===== src/rtl/addr_xlat_pkg.sv =====
package addr_xlat_pkg;
  // Per-window field layout inside win_cfg
  localparam int WIN_FIELD_W = 9;
  localparam int WF_EN_K     = 0;
  localparam int WF_EN_U     = 1;
  localparam int WF_VSEG_LO  = 2;
  localparam int WF_PSEG_LO  = 6;

  // Segment geometry
  localparam int SEG64_W = 4;
  localparam int SEG32_W = 3;
  localparam int OFF32_W = 29;

  localparam int STAT_W = 3;
  localparam int PERM_W = 3;

  localparam logic [STAT_W-1:0] XS_OK      = 3'd0;
  localparam logic [STAT_W-1:0] XS_BADADDR = 3'd1;
  localparam logic [PERM_W-1:0] PERM_RWX   = 3'b111;
  localparam logic [PERM_W-1:0] PERM_NONE  = 3'b000;

  typedef enum logic [1:0] {
    S_IDLE  = 2'd0,
    S_TREQ  = 2'd1,
    S_TWAIT = 2'd2,
    S_RES   = 2'd3
  } ctl_state_e;
endpackage


===== src/rtl/addr_xlat_win.sv =====
module addr_xlat_win
  import addr_xlat_pkg::*;
#(
  parameter int NUM_WIN = 4,
  parameter int VA_W    = 48,
  parameter int PA_W    = 48
) (
  input  logic [63:0]                  vaddr,
  input  logic                         is64,
  input  logic                         user,
  input  logic [NUM_WIN*WIN_FIELD_W-1:0] win_cfg,
  output logic                         hit,
  output logic [PA_W-1:0]              paddr
);
  localparam logic [63:0] VA_MASK = (64'd1 << VA_W) - 64'd1;

  logic [NUM_WIN-1:0] hit_v;
  logic [PA_W-1:0]    pa_v [NUM_WIN];

  for (genvar g = 0; g < NUM_WIN; g++) begin : g_win
    logic [WIN_FIELD_W-1:0] fld;
    logic                   en;
    logic                   seg_eq;
    logic [63:0]            pa_full;

    assign fld    = win_cfg[g*WIN_FIELD_W +: WIN_FIELD_W];
    assign en     = user ? fld[WF_EN_U] : fld[WF_EN_K];
    assign seg_eq = is64 ? (vaddr[63 -: SEG64_W] == fld[WF_VSEG_LO +: SEG64_W])
                         : (vaddr[31 -: SEG32_W] == fld[WF_VSEG_LO +: SEG32_W]);
    assign hit_v[g] = en & seg_eq;
    assign pa_full  = is64 ? (vaddr & VA_MASK)
                           : {32'd0, fld[WF_PSEG_LO +: SEG32_W], vaddr[OFF32_W-1:0]};
    assign pa_v[g]  = pa_full[PA_W-1:0];
  end

  // Lowest index wins: scan downward so the last write is the lowest hit.
  always_comb begin
    hit   = |hit_v;
    paddr = '0;
    for (int i = NUM_WIN - 1; i >= 0; i--) begin
      if (hit_v[i]) paddr = pa_v[i];
    end
  end
endmodule


===== src/rtl/addr_xlat_canon.sv =====
module addr_xlat_canon #(
  parameter int VA_W = 48
) (
  input  logic [63:0] vaddr,
  output logic        canon
);
  localparam int HI_W = 64 - VA_W + 1;

  logic [HI_W-1:0] hi;
  assign hi    = vaddr[63:VA_W-1];
  assign canon = (hi == '0) || (hi == '1);
endmodule


===== src/rtl/addr_xlat_ctrl.sv =====
module addr_xlat_ctrl
  import addr_xlat_pkg::*;
#(
  parameter int PA_W = 48
) (
  input  logic              clk,
  input  logic              rst_n,
  input  logic              req_valid,
  output logic              req_ready,
  input  logic [63:0]       req_vaddr,
  input  logic [1:0]        req_acc,
  input  logic              req_user,
  input  logic              req_debug,
  input  logic              loc_take,
  input  logic [PA_W-1:0]   loc_paddr,
  input  logic [PERM_W-1:0] loc_perm,
  input  logic [STAT_W-1:0] loc_status,
  output logic              tlb_req_valid,
  input  logic              tlb_req_ready,
  output logic [63:0]       tlb_req_vaddr,
  output logic [1:0]        tlb_req_acc,
  output logic              tlb_req_user,
  output logic              tlb_req_debug,
  input  logic              tlb_rsp_valid,
  output logic              tlb_rsp_ready,
  input  logic [STAT_W-1:0] tlb_rsp_status,
  input  logic [PA_W-1:0]   tlb_rsp_paddr,
  input  logic [PERM_W-1:0] tlb_rsp_perm,
  output logic              res_valid,
  input  logic              res_ready,
  output logic [PA_W-1:0]   res_paddr,
  output logic [PERM_W-1:0] res_perm,
  output logic [STAT_W-1:0] res_status
);
  ctl_state_e st_q;

  assign req_ready     = (st_q == S_IDLE);
  assign tlb_req_valid = (st_q == S_TREQ);
  assign tlb_rsp_ready = (st_q == S_TWAIT);
  assign res_valid     = (st_q == S_RES);

  always_ff @(posedge clk) begin
    if (!rst_n) begin
      st_q          <= S_IDLE;
      tlb_req_vaddr <= '0;
      tlb_req_acc   <= '0;
      tlb_req_user  <= 1'b0;
      tlb_req_debug <= 1'b0;
      res_paddr     <= '0;
      res_perm      <= PERM_NONE;
      res_status    <= XS_OK;
    end else begin
      unique case (st_q)
        S_IDLE: begin
          if (req_valid) begin
            tlb_req_vaddr <= req_vaddr;
            tlb_req_acc   <= req_acc;
            tlb_req_user  <= req_user;
            tlb_req_debug <= req_debug;
            if (loc_take) begin
              res_paddr  <= loc_paddr;
              res_perm   <= loc_perm;
              res_status <= loc_status;
              st_q       <= S_RES;
            end else begin
              st_q <= S_TREQ;
            end
          end
        end
        S_TREQ: begin
          if (tlb_req_ready) st_q <= S_TWAIT;
        end
        S_TWAIT: begin
          if (tlb_rsp_valid) begin
            res_paddr  <= tlb_rsp_paddr;
            res_perm   <= tlb_rsp_perm;
            res_status <= tlb_rsp_status;
            st_q       <= S_RES;
          end
        end
        S_RES: begin
          if (res_ready) st_q <= S_IDLE;
        end
        default: st_q <= S_IDLE;
      endcase
    end
  end
endmodule


===== src/rtl/addr_xlat_front.sv =====
module addr_xlat_front
  import addr_xlat_pkg::*;
#(
  parameter int NUM_WIN = 4,
  parameter int VA_W    = 48,
  parameter int PA_W    = 48
) (
  input  logic                           clk,
  input  logic                           rst_n,
  input  logic                           cfg_is64,
  input  logic                           cfg_direct,
  input  logic                           cfg_paging,
  input  logic [NUM_WIN*WIN_FIELD_W-1:0] win_cfg,
  input  logic                           req_valid,
  output logic                           req_ready,
  input  logic [63:0]                    req_vaddr,
  input  logic [1:0]                     req_acc,
  input  logic                           req_user,
  input  logic                           req_debug,
  output logic                           tlb_req_valid,
  input  logic                           tlb_req_ready,
  output logic [63:0]                    tlb_req_vaddr,
  output logic [1:0]                     tlb_req_acc,
  output logic                           tlb_req_user,
  output logic                           tlb_req_debug,
  input  logic                           tlb_rsp_valid,
  output logic                           tlb_rsp_ready,
  input  logic [STAT_W-1:0]              tlb_rsp_status,
  input  logic [PA_W-1:0]                tlb_rsp_paddr,
  input  logic [PERM_W-1:0]              tlb_rsp_perm,
  output logic                           res_valid,
  input  logic                           res_ready,
  output logic [PA_W-1:0]                res_paddr,
  output logic [PERM_W-1:0]              res_perm,
  output logic [STAT_W-1:0]              res_status
);
  logic              win_hit;
  logic [PA_W-1:0]   win_paddr;
  logic              canon;
  logic              direct_mode;
  logic              loc_take;
  logic [PA_W-1:0]   loc_paddr;
  logic [PERM_W-1:0] loc_perm;
  logic [STAT_W-1:0] loc_status;

  addr_xlat_win #(.NUM_WIN(NUM_WIN), .VA_W(VA_W), .PA_W(PA_W)) win_i (
    .vaddr   (req_vaddr),
    .is64    (cfg_is64),
    .user    (req_user),
    .win_cfg (win_cfg),
    .hit     (win_hit),
    .paddr   (win_paddr)
  );

  addr_xlat_canon #(.VA_W(VA_W)) canon_i (
    .vaddr (req_vaddr),
    .canon (canon)
  );

  assign direct_mode = cfg_direct & ~cfg_paging;

  always_comb begin
    loc_take   = direct_mode | win_hit | ~canon;
    loc_paddr  = '0;
    loc_perm   = PERM_NONE;
    loc_status = XS_BADADDR;
    if (direct_mode) begin
      loc_paddr  = req_vaddr[PA_W-1:0];
      loc_perm   = PERM_RWX;
      loc_status = XS_OK;
    end else if (win_hit) begin
      loc_paddr  = win_paddr;
      loc_perm   = PERM_RWX;
      loc_status = XS_OK;
    end
  end

  addr_xlat_ctrl #(.PA_W(PA_W)) ctrl_i (
    .clk            (clk),
    .rst_n          (rst_n),
    .req_valid      (req_valid),
    .req_ready      (req_ready),
    .req_vaddr      (req_vaddr),
    .req_acc        (req_acc),
    .req_user       (req_user),
    .req_debug      (req_debug),
    .loc_take       (loc_take),
    .loc_paddr      (loc_paddr),
    .loc_perm       (loc_perm),
    .loc_status     (loc_status),
    .tlb_req_valid  (tlb_req_valid),
    .tlb_req_ready  (tlb_req_ready),
    .tlb_req_vaddr  (tlb_req_vaddr),
    .tlb_req_acc    (tlb_req_acc),
    .tlb_req_user   (tlb_req_user),
    .tlb_req_debug  (tlb_req_debug),
    .tlb_rsp_valid  (tlb_rsp_valid),
    .tlb_rsp_ready  (tlb_rsp_ready),
    .tlb_rsp_status (tlb_rsp_status),
    .tlb_rsp_paddr  (tlb_rsp_paddr),
    .tlb_rsp_perm   (tlb_rsp_perm),
    .res_valid      (res_valid),
    .res_ready      (res_ready),
    .res_paddr      (res_paddr),
    .res_perm       (res_perm),
    .res_status     (res_status)
  );
endmodule



===== config.mk =====
export PLATFORM = sky130hd
export DESIGN_NAME = addr_xlat_front
export DESIGN_NICKNAME = d
export VERILOG_FILES = /design/src/rtl/addr_xlat_pkg.sv /design/src/rtl/addr_xlat_win.sv /design/src/rtl/addr_xlat_canon.sv /design/src/rtl/addr_xlat_ctrl.sv /design/src/rtl/addr_xlat_front.sv
export SDC_FILE = /design/constraint.sdc
export NUM_CORES = 1
export LEC_CHECK = 0
export ABC_CLOCK_PERIOD_IN_PS = 3600
export BUFFER_PORTS_ARGS = -buffer_cell sky130_fd_sc_hd__buf_2
export CAP_MARGIN = 30
export CORE_MARGIN = 1.5
export CORE_UTILIZATION = 50
export CTS_CLUSTER_DIAMETER = 80
export DETAILED_ROUTE_END_ITERATION = 10
export PLACE_DENSITY = 0.88
export REMOVE_ABC_BUFFERS = 1
export SETUP_SLACK_MARGIN = 0.15
export SLEW_MARGIN = 20
export SYNTH_ARGS = -nofsm -noshare
export SYNTH_HDL_FRONTEND = slang
export SYNTH_HIERARCHICAL = 1
export SYNTH_SLANG_ARGS = --single-unit
export TNS_END_PERCENT = 30

===== constraint.sdc =====
create_clock -name clk -period 3.6 [get_ports clk]
set_input_delay 0 -clock clk [delete_from_list [all_inputs] [get_ports clk]]
set_output_delay 0 -clock clk [all_outputs]
set_load 0.005 [all_outputs]

Word-level counts from Yosys, hierarchy flattened
Index checks and enable logic that the tools add are counted.

Equality and inequality tests: 17. Mux-type cells: 40. Bitwise operators: 9. Reductions and logical operators: 8.

Operator list (number): $mux 48 (13); $pmux 48 s2 (1); $mux 3 (8); $eq 17x17->1 const B (1); $logic_not 17->1 (1); $eq 4x4->1 (4); $eq 3x3->1 (4); $pmux 3 s2 (2); $mux 1 (10); $mux 2 (5); $pmux 2 s4 (1); $reduce_and 4->1 (2); $ne 2x1->1 const B (3); $and 1x1->1 (5); $eq 2x2->1 const B (2); $ne 2x2->1 const B (2); $reduce_or 4->1 (1); $eq 2x1->1 const B (1); $logic_not 2->1 (1); $not 1->1 (2); $or 1x1->1 (2); $reduce_and 2->1 (1); $reduce_bool 2->1 (1); $logic_or 1x1->1 (1).

Bits in registers: 124. Bits of input ports: 167.

Depth between registers and ports, before layout
Gate-level depths: netlist of run 1.

Depth after elaboration: 12. Gate-level depth with buffers: 15. Mapped depth without buffers: 10.

Modules after synthesis
The synthesis of run 1 kept the hierarchy.

By module, submodules not included: addr_xlat_ctrl (instances 1, cells each 567, area an instance 5310.1 um^2, sequential area each 2482.4 um^2); addr_xlat_win (instances 1, cells each 144, area an instance 1032.2 um^2, sequential area each 0.0 um^2); addr_xlat_front (instances 1, cells each 170, area an instance 914.6 um^2, sequential area each 0.0 um^2); addr_xlat_canon (instances 1, cells each 12, area an instance 98.8 um^2, sequential area each 0.0 um^2).

Worst setup path after synthesis of run 1
No wires, ideal clock.

Kind: input-to-reg. Start: input req_user. End: register ctrl_i.res_paddr[0]. Setup time: 0.116 ns. Arrival: 2.660 ns. Path slack: 0.824 ns. Stages: 14. Cells stage by stage: mux2_2 nand4_2 o22ai_4 nor4_4 buf_2 inv_2 buf_2 or3b_1 a21bo_2 buf_2 and2_4 buf_6 buf_6 o211a_1.

Elaborated cells between the ends (all ways): 22. Classes of those cells: 1 x eq/ne; 13 x mux; 6 x bitwise; 2 x reduce/logical.

RTL lines: start: declaration (line addr_xlat_front.sv:18) `input logic req_user,`; $mux 1 (line addr_xlat_win.sv:27) `assign en = user ? fld[WF_EN_U] : fld[WF_EN_K];`; $and 1x1->1 (line addr_xlat_win.sv:30) `assign hit_v[g] = en & seg_eq;`; $reduce_or 4->1 (*) (line addr_xlat_win.sv:38) `hit = |hit_v;`; net win_hit (line addr_xlat_front.sv:37) `logic win_hit;`; $or 1x1->1 (*) (2 in a row) (line addr_xlat_front.sv:63) `loc_take = direct_mode | win_hit | ~canon;`; net loc_take (line addr_xlat_front.sv:41) `logic loc_take;`; $ne 2x1->1 (no source line) (*); $reduce_and 4->1 (no source line) (*); end signal: assignment (line addr_xlat_ctrl.sv:61) `res_paddr <= loc_paddr;`; end signal: assignment (line addr_xlat_ctrl.sv:75) `res_paddr <= tlb_rsp_paddr;`; end: declaration (line addr_xlat_ctrl.sv:31) `output logic [PA_W-1:0] res_paddr,`.

The timed path passes the listed nets; every way through them passes the cells marked *. The select of a mux whose other input is x is not followed. A chain may end at the register's enable or synchronous reset.

Worst setup path after layout of run 1
Start: input req_user. End: register ctrl_i.res_paddr[20].

The elaborated chain is that of the path after synthesis.

==> reports/results.ini, run 1 <==
[worst_setup_path]
cp-end-kind = flop
r2r_cells = 5
r2r_slack_ns = 1.17
worstPathRequired_ns = 3.90
cp-endpoint = ctrl_i/res_paddr[20]
cp_max_fo = 54
worstReg2RegEnd = ctrl_i/res_paddr[20]
worstSetupStartpoint = req_user
critical_path_arrival_ns = 3.20
start_kind = input pin
r2r_start = ctrl_i/st_q[0]
critPathKind = input pin to flop

[clocking]
cts_max_level = 4
clock-root-buffer = clkbuf_16
cts_setup_buffers = 0
cts_sinks = 124
cts.path.max_buffers = 2
clkLatencyLatePin_ns = 0.42
path_clk_slew_ns = 0.05
cts_buffers = 17
tritoncts = yes

[sta]
final.setup.tns_ns = 0
fmax_mhz = 343.9
finalSetupViolCount = 0
hold_slack_ns = 0.002376
min_period_over_period_pct = 80.77
hold_viol = 0
timing.final.crit_period_ns = 2.908
max_slew_margin_pct = 31.04
finClkSkew_ns = 0.01402
slew_viol_final = 0
worstMarginPinSlew_ns = 1.034
rsz0062_at_grt = no

[die]
fp-row-count = 44
die_area_um2 = 15450
die_h_um = 124.3
pin_count = 293
start_util_pct = 51.00
fp.coreArea_um2 = 14420
chipWidth_um = 124.3

[synthesis]
postSynthAreaPerCell_um2 = 8.237
yosysTopAreaCell = dfxtp_1
yosysSeqAreaShare_pct = 33.75
ys_warn_count = 6
synth_top_cell_area_share_pct = 33.75
synth-edff-count = 0
synthDistinctLibCells = 45
synth_commonest_cells = 192 x nand2_1, 124 x dfxtp_1, 61 x nand3_1
syn_inst = 893
synth.most_common_cell = nand2_1
synthTopCellsByArea = dfxtp_1 34%, nand2_1 9.8%, mux2i_1 8.0%
mappedNetlistArea_um2 = 7356
synth_ff_type = dfxtp_1
synth-async-reset-ratio_pct = 0
synth-seq-cells = 124

[placement]
gp_congestion = 0.9674
placed_area_um2 = 8721
dpl.hpwl_um = 15170
portBuffers = 292

[worst_hold_path]
whs_path_depth = 4
hold_class = input pin to flop

[grt]
grt_pass1_wl_um = 44070
gr-total-overflow = 0
antenna_found_initial = 2
grt_pass1_vias = 8716
groute.usage.overall_pct = 35.10
grt_max_degree = 91

[route]
dr.pass1.iters = 8
drcViolationCount = 0
via_per_inst = 5.960
drt_iter0_markers = 966
num_vias = 8588
wl_per_cell_um = 19.49
detail-route-antenna-nets = 0
drt-total-wl_um = 28090

[finish]
nets = 1414
drive_gt1_share_pct = 28.13
area_delta_synth_final_pct = 43.03
utilization_pct = 72.94
stdcell_area_um2 = 10520

[power]
total_power_mw = 6.767
vdd_drop_max_mv = 0.4945
power.density_nw_per_um2 = 643.2
p_leak_nw = 5.109

[job]
max_cap_violations = 0

[outcome]
status = completed

==> registers in the layout (all words and copies together) (netlist names) <==
signal / count
ctrl_i/tlb_req_acc: 2
ctrl_i/res_perm: 3
ctrl_i/res_status: 3
ctrl_i/tlb_req_debug: 1
ctrl_i/res_paddr: 48
ctrl_i/tlb_req_user: 1
ctrl_i/tlb_req_vaddr: 64
ctrl_i/st_q: 2
==> critical path, stage by stage <==
cell and delay [ns]:
dlygate4sd3_1 0.52, buf_2 0.17, mux2_1 0.36, nand3_1 0.09
o22ai_1 0.17, nor4_4 0.35, inv_2 0.06, or3b_1 0.41
a21bo_2 0.34, and2_4 0.40, o211a_1 0.31
==> logic make-up (layout without fill, tap and decap cells) <==
family	after synthesis	after routing	synth area share, %
buf+inv	98	459	6.395
mux	65	65	8.998
xor+xnor	28	28	3.334
flops	124	124	33.75
compound gates	189	189	19.58
other cells	1	4	0.05098
fa+ha+maj	5	5	0.8505
simple gates	383	383	27.05
==> power breakdown <==
group / leakage [nW] / switching, mW / internal, mW
Combinational: 3.77 / 1.61 / 1.18
Sequential: 1.02 / 0.264 / 1.84
Clock: 0.317 / 0.645 / 1.23
==> layer usage <==
| metal | up-vias | wire length (µm) | global-route usage [%] |
|---|---|---|---|
| met5 | - | 0 | 0 |
| met4 | 0 | 1803 | 23.53 |
| met3 | 161 | 2345 | 8.204 |
| met2 | 584 | 13630 | 59.60 |
| met1 | 4050 | 10310 | 39.06 |
| li1 | 3793 | - | - |
==> worst min-delay path by stage <==
stage | from | end
final | tlb_rsp_paddr[47] | ctrl_i/res_paddr[47]
after global routing | tlb_rsp_paddr[9] | ctrl_i/res_paddr[9]
after CTS | tlb_rsp_paddr[47] | ctrl_i/res_paddr[47]
after detailed placement | req_debug | ctrl_i/tlb_req_debug
after global placement | req_debug | ctrl_i/tlb_req_debug
after floorplan | rst_n | ctrl_i/res_paddr[0]
==> layout make-up <==
cell class,count,area (µm²)
Multi-Input combinational cell,672,4428
Fill cell,953,3902
Timing Repair Buffer,418,2698
Sequential cell,124,2482
Clock buffer,22,484.2
Tap cell,184,230.2
Clock inverter,10,160.2
Inverter,9,33.78
Antenna cell,2,5.005
==> timing repair <==
item                                    CTS  global route
gates resized for setup                   0             0
endpoints found under the setup margin    0             0
endpoints found under the hold margin   115             0
hold buffers                            115             0
==> stage by stage <==
step / std cells / worst slack (ns)
2_1_floorplan: 805 / -0.3444
3_3_place_gp: 1292 / 0.8686
3_5_place_dp: 1292 / 0.8014
4_1_cts: 1439 / 0.7338
5_1_grt: 1441 / 0.5373
6_report: 1441 / 0.6923
==> cell usage in the layout (no fill, tap or decap), types with 16 or more instances in the layout <==
master,Yosys,routed
a21boi_1,57,57
and3b_1,16,16
buf_2,39,291
clkbuf_16,0,17
dfxtp_1,124,124
dlygate4sd3_1,0,115
mux2i_1,59,59
nand2_1,192,191
nand3_1,61,61
nand3b_1,51,51
nor2b_1,39,39
o211a_1,54,54
o21ai_0,48,48
xnor2_1,28,28
Power figures use the tool's default switching activity.
==> run 2: changes to the inputs <==
--- a/config.mk
+++ b/config.mk
@@ -5,14 +5,15 @@
 export SDC_FILE = /design/constraint.sdc
 export NUM_CORES = 1
 export LEC_CHECK = 0
-export ABC_CLOCK_PERIOD_IN_PS = 3600
+export ABC_AREA = 1
+export ABC_CLOCK_PERIOD_IN_PS = 2700
 export BUFFER_PORTS_ARGS = -buffer_cell sky130_fd_sc_hd__buf_2
 export CAP_MARGIN = 30
 export CORE_MARGIN = 1.5
-export CORE_UTILIZATION = 50
+export CORE_UTILIZATION = 51
 export CTS_CLUSTER_DIAMETER = 80
 export DETAILED_ROUTE_END_ITERATION = 10
-export PLACE_DENSITY = 0.88
+export PLACE_DENSITY = 0.87
 export REMOVE_ABC_BUFFERS = 1
 export SETUP_SLACK_MARGIN = 0.15
 export SLEW_MARGIN = 20
==> constraint.sdc (replaced) <==
create_clock -name clk -period 2.7 [get_ports clk]
set_input_delay 0 -clock clk [delete_from_list [all_inputs] [get_ports clk]]
set_output_delay 0 -clock clk [all_outputs]
set_load 0.005 [all_outputs]
==> run 2 against run 1 <==
  * Core utilization decreased by 2.6 points
  * Setup slack lost 0.38 ns
  * Synthesized cell count is 63% higher
  * Cell area up 6.3%
  * Via count rose by 19%
  * Final cell count up 40%
  * Combinational power grew 59%
  * Worst hold slack improved by 0.0055 ns
  * Critical endpoint is now ctrl_i/res_paddr[16]
  * First-iteration DRC count shrank 9.8%
  * Critical path depth rose by 9
==> reports/results.ini, run 2 <==
[die]
die_area_um2 = 17030  ; +10%
fp-row-count = 46  ; +4.5%
pin_count = 293  ; unchanged
die_h_um = 130.5  ; +5.0%
fp.coreArea_um2 = 15890  ; +10%
start_util_pct = 52.21  ; +1.2 points
chipWidth_um = 130.5  ; +5.0%

[route]
via_per_inst = 5.058  ; -15%
num_vias = 10196  ; +19%
drcViolationCount = 0  ; unchanged
wl_per_cell_um = 14.24  ; -27%
drt-total-wl_um = 28710  ; +2.2%
dr.pass1.iters = 6  ; -2
detail-route-antenna-nets = 0  ; unchanged
drt_iter0_markers = 871  ; -9.8%

[finish]
utilization_pct = 70.39  ; -2.6 points
final_cells = 2016  ; +40%
area_delta_synth_final_pct = 34.84
largest_reg_flops = 64  ; unchanged
final_common_cell = nor2_1
num-fill-cells = 1268  ; +33%
reg_top3 = ctrl_i/tlb_req_vaddr: 64 flops, ctrl_i/res_paddr: 48 flops
layout_common_cells = 414 x nor2_1, 340 x nand2_1, 289 x buf_2
seqCellArea_um2 = 2482  ; unchanged
nets = 1959  ; +39%
drive_gt1_share_pct = 20.90  ; -7.2 points
multiInputGateArea_um2 = 4399  ; -0.65%
top_register = ctrl_i/tlb_req_vaddr

[sta]
worstMarginPinSlew_ns = 0.7338  ; -0.3006 ns
min_period_over_period_pct = 88.35
final.setup.tns_ns = 0  ; unchanged
timing.final.crit_period_ns = 2.385
hold_viol = 0  ; unchanged
max_slew_margin_pct = 51.08  ; +20 points
slew_viol_final = 0  ; unchanged
hold_slack_ns = 0.007902  ; +0.005526 ns
finalSetupViolCount = 0  ; unchanged
rsz0062_at_grt = no
fmax_mhz = 419.2
finClkSkew_ns = 0.01102  ; -0.003005 ns

[power]
p_leak_nw = 6.675  ; +31%
comb_power_share_pct = 47.1  ; +5.9 points
vdd_drop_max_mv = 0.5837  ; +18%
power.density_nw_per_um2 = 846.1  ; +32%
swShare_pct = 41.43  ; +4.2 points
internal_power_mw = 5.541  ; +31%
seq_power_share_pct = 28.6  ; -2.4 points
switching_power_mw = 3.920  ; +55%
clkPwrFrac_pct = 24.3  ; -3.5 points

[grt]
groute.usage.overall_pct = 33.53  ; -1.6 points
antenna_found_initial = 1  ; -1
gr-total-overflow = 0  ; unchanged
grt_max_degree = 70  ; -23%
grt_pass1_wl_um = 45240  ; +2.7%
grt_pass1_vias = 9681  ; +11%

[clocking]
clock-root-buffer = clkbuf_16
clkLatencyLatePin_ns = 0.42  ; about the same
path_clk_slew_ns = 0.06  ; about the same
tritoncts = yes
cts_buffers = 17  ; unchanged
cts.path.max_buffers = 2  ; unchanged
cts_max_level = 4  ; unchanged
cts_sinks = 124  ; unchanged

[worst_setup_path]
cp-end-kind = flop
r2r_start = ctrl_i/st_q[0]
cp_max_fo = 39  ; -28%
start_kind = input pin
r2r_slack_ns = 0.69  ; -0.48 ns
worstPathRequired_ns = 3.01  ; -0.89 ns
worstSetupStartpoint = req_vaddr[62]
critical_path_arrival_ns = 2.69  ; -0.51 ns
critPathKind = input pin to flop

[outcome]
status = completed

[synthesis]
yosysSeqAreaShare_pct = 29.93  ; -3.8 points
synth-async-reset-ratio_pct = 0  ; unchanged
synth_commonest_cells = 414 x nor2_1, 342 x nand2_1, 225 x inv_1
synth_top_cell_area_share_pct = 29.93  ; -3.8 points
synthDistinctLibCells = 34  ; -24%
yosysTopAreaCell = dfxtp_1
postSynthAreaPerCell_um2 = 5.707  ; -31%
synth_ff_type = dfxtp_1
synth-seq-cells = 124  ; unchanged
ys_warn_count = 6  ; unchanged
syn_inst = 1453  ; +63%
synth-edff-count = 0  ; unchanged
mappedNetlistArea_um2 = 8293  ; +13%
synth.most_common_cell = nor2_1
synthTopCellsByArea = dfxtp_1 30%, nor2_1 19%, nand2_1 15%

[job]
max_cap_violations = 0  ; unchanged

[placement]
dp.cells = 1892  ; +46%
portBuffers = 292  ; unchanged
gp_congestion = 0.8637  ; -11%
dpl.hpwl_um = 16850  ; +11%

[worst_hold_path]
hp-start = tlb_rsp_paddr[39]
hold_class = input pin to flop

==> run 2: power by group through the flow <==
stage	Combinational, mW	Clock, mW	Sequential, mW
3_3_place_gp	4.03	0	2.71
4_1_cts	4.28	2.31	2.69
5_1_grt	4.96	2.41	2.77
6_report	4.45	2.30	2.71
3_5_place_dp	4.13	0	2.72
2_1_floorplan	2.46	0	2.77
==> run 2: worst paths after layout <==
check             cells past startpoint                    end
setup / recovery                     20   ctrl_i/res_paddr[16]
hold / removal                        7   ctrl_i/res_paddr[39]
hold reg to reg                       2  ctrl_i/tlb_req_acc[1]
setup reg to reg                      8   ctrl_i/res_paddr[16]
==> run 2: logic make-up (layout without fill, tap and decap cells) <==
| family | count (synthesis) | count (layout) | synth area share (%) |
|---|---|---|---|
| flops | 124 | 124 | 29.93 |
| compound gates | 78 | 78 | 4.843 |
| buf+inv | 317 | 662 | 17.28 |
| other cells | 1 | 3 | 0.04522 |
| xor+xnor | 17 | 17 | 1.796 |
| fa+ha+maj | 5 | 5 | 0.7544 |
| simple gates | 907 | 907 | 44.81 |
| mux | 4 | 4 | 0.5431 |
==> run 2: critical path: stages <==
cell and delay, ns:
dlygate4sd3_1 0.55, buf_2 0.19, xor2_1 0.17, nor2_1 0.11
nand2_1 0.07, nand2_1 0.13, nand3_4 0.12, nand2_2 0.13
nor2_8 0.04, inv_2 0.07, inv_1 0.05, nand3_1 0.07
inv_1 0.05, nand2_1 0.08, nand2_1 0.14, inv_4 0.20
buf_12 0.24, nand3_1 0.11, nand2_1 0.08, nor2_1 0.07
==> run 2: what timing repair did <==
action | in CTS | in global routing
hold endpoints to repair | 89 | 0
setup buffers | 0 | 3
resized for setup | 0 | 7
hold buffers | 89 | 0
endpoints found under the setup margin | 0 | 50
==> run 2: per-stage QoR <==
stage | power [mW] | worst slack (ns) | area [µm²]
6_report | 9.462 | 0.3146 | 11180
5_1_grt | 10.15 | 0.1548 | 11180
4_1_cts | 9.276 | 0.2997 | 11140
3_5_place_dp | 6.851 | 0.3890 | 9662
3_3_place_gp | 6.733 | 0.4059 | 9662
2_1_floorplan | 5.232 | -1.116 | 7735
==> run 2: cell type report <==
class | instances | share of cell area [%]
diodes | 1 | 0.02238
clock inverters | 11 | 1.063
multi-input cells | 1013 | 39.34
repair buffers | 399 | 22.97
well taps | 216 | 2.417
inverters | 232 | 7.810
flip-flops and latches | 124 | 22.20
clock buffers | 20 | 4.174
==> run 2: per-layer routing <==
metal / GRT usage (%) / wire length, µm
met5: 0 / 0
met2: 59.78 / 14230
met3: 6.963 / 2671
met1: 36.32 / 10600
met4: 21.07 / 1215
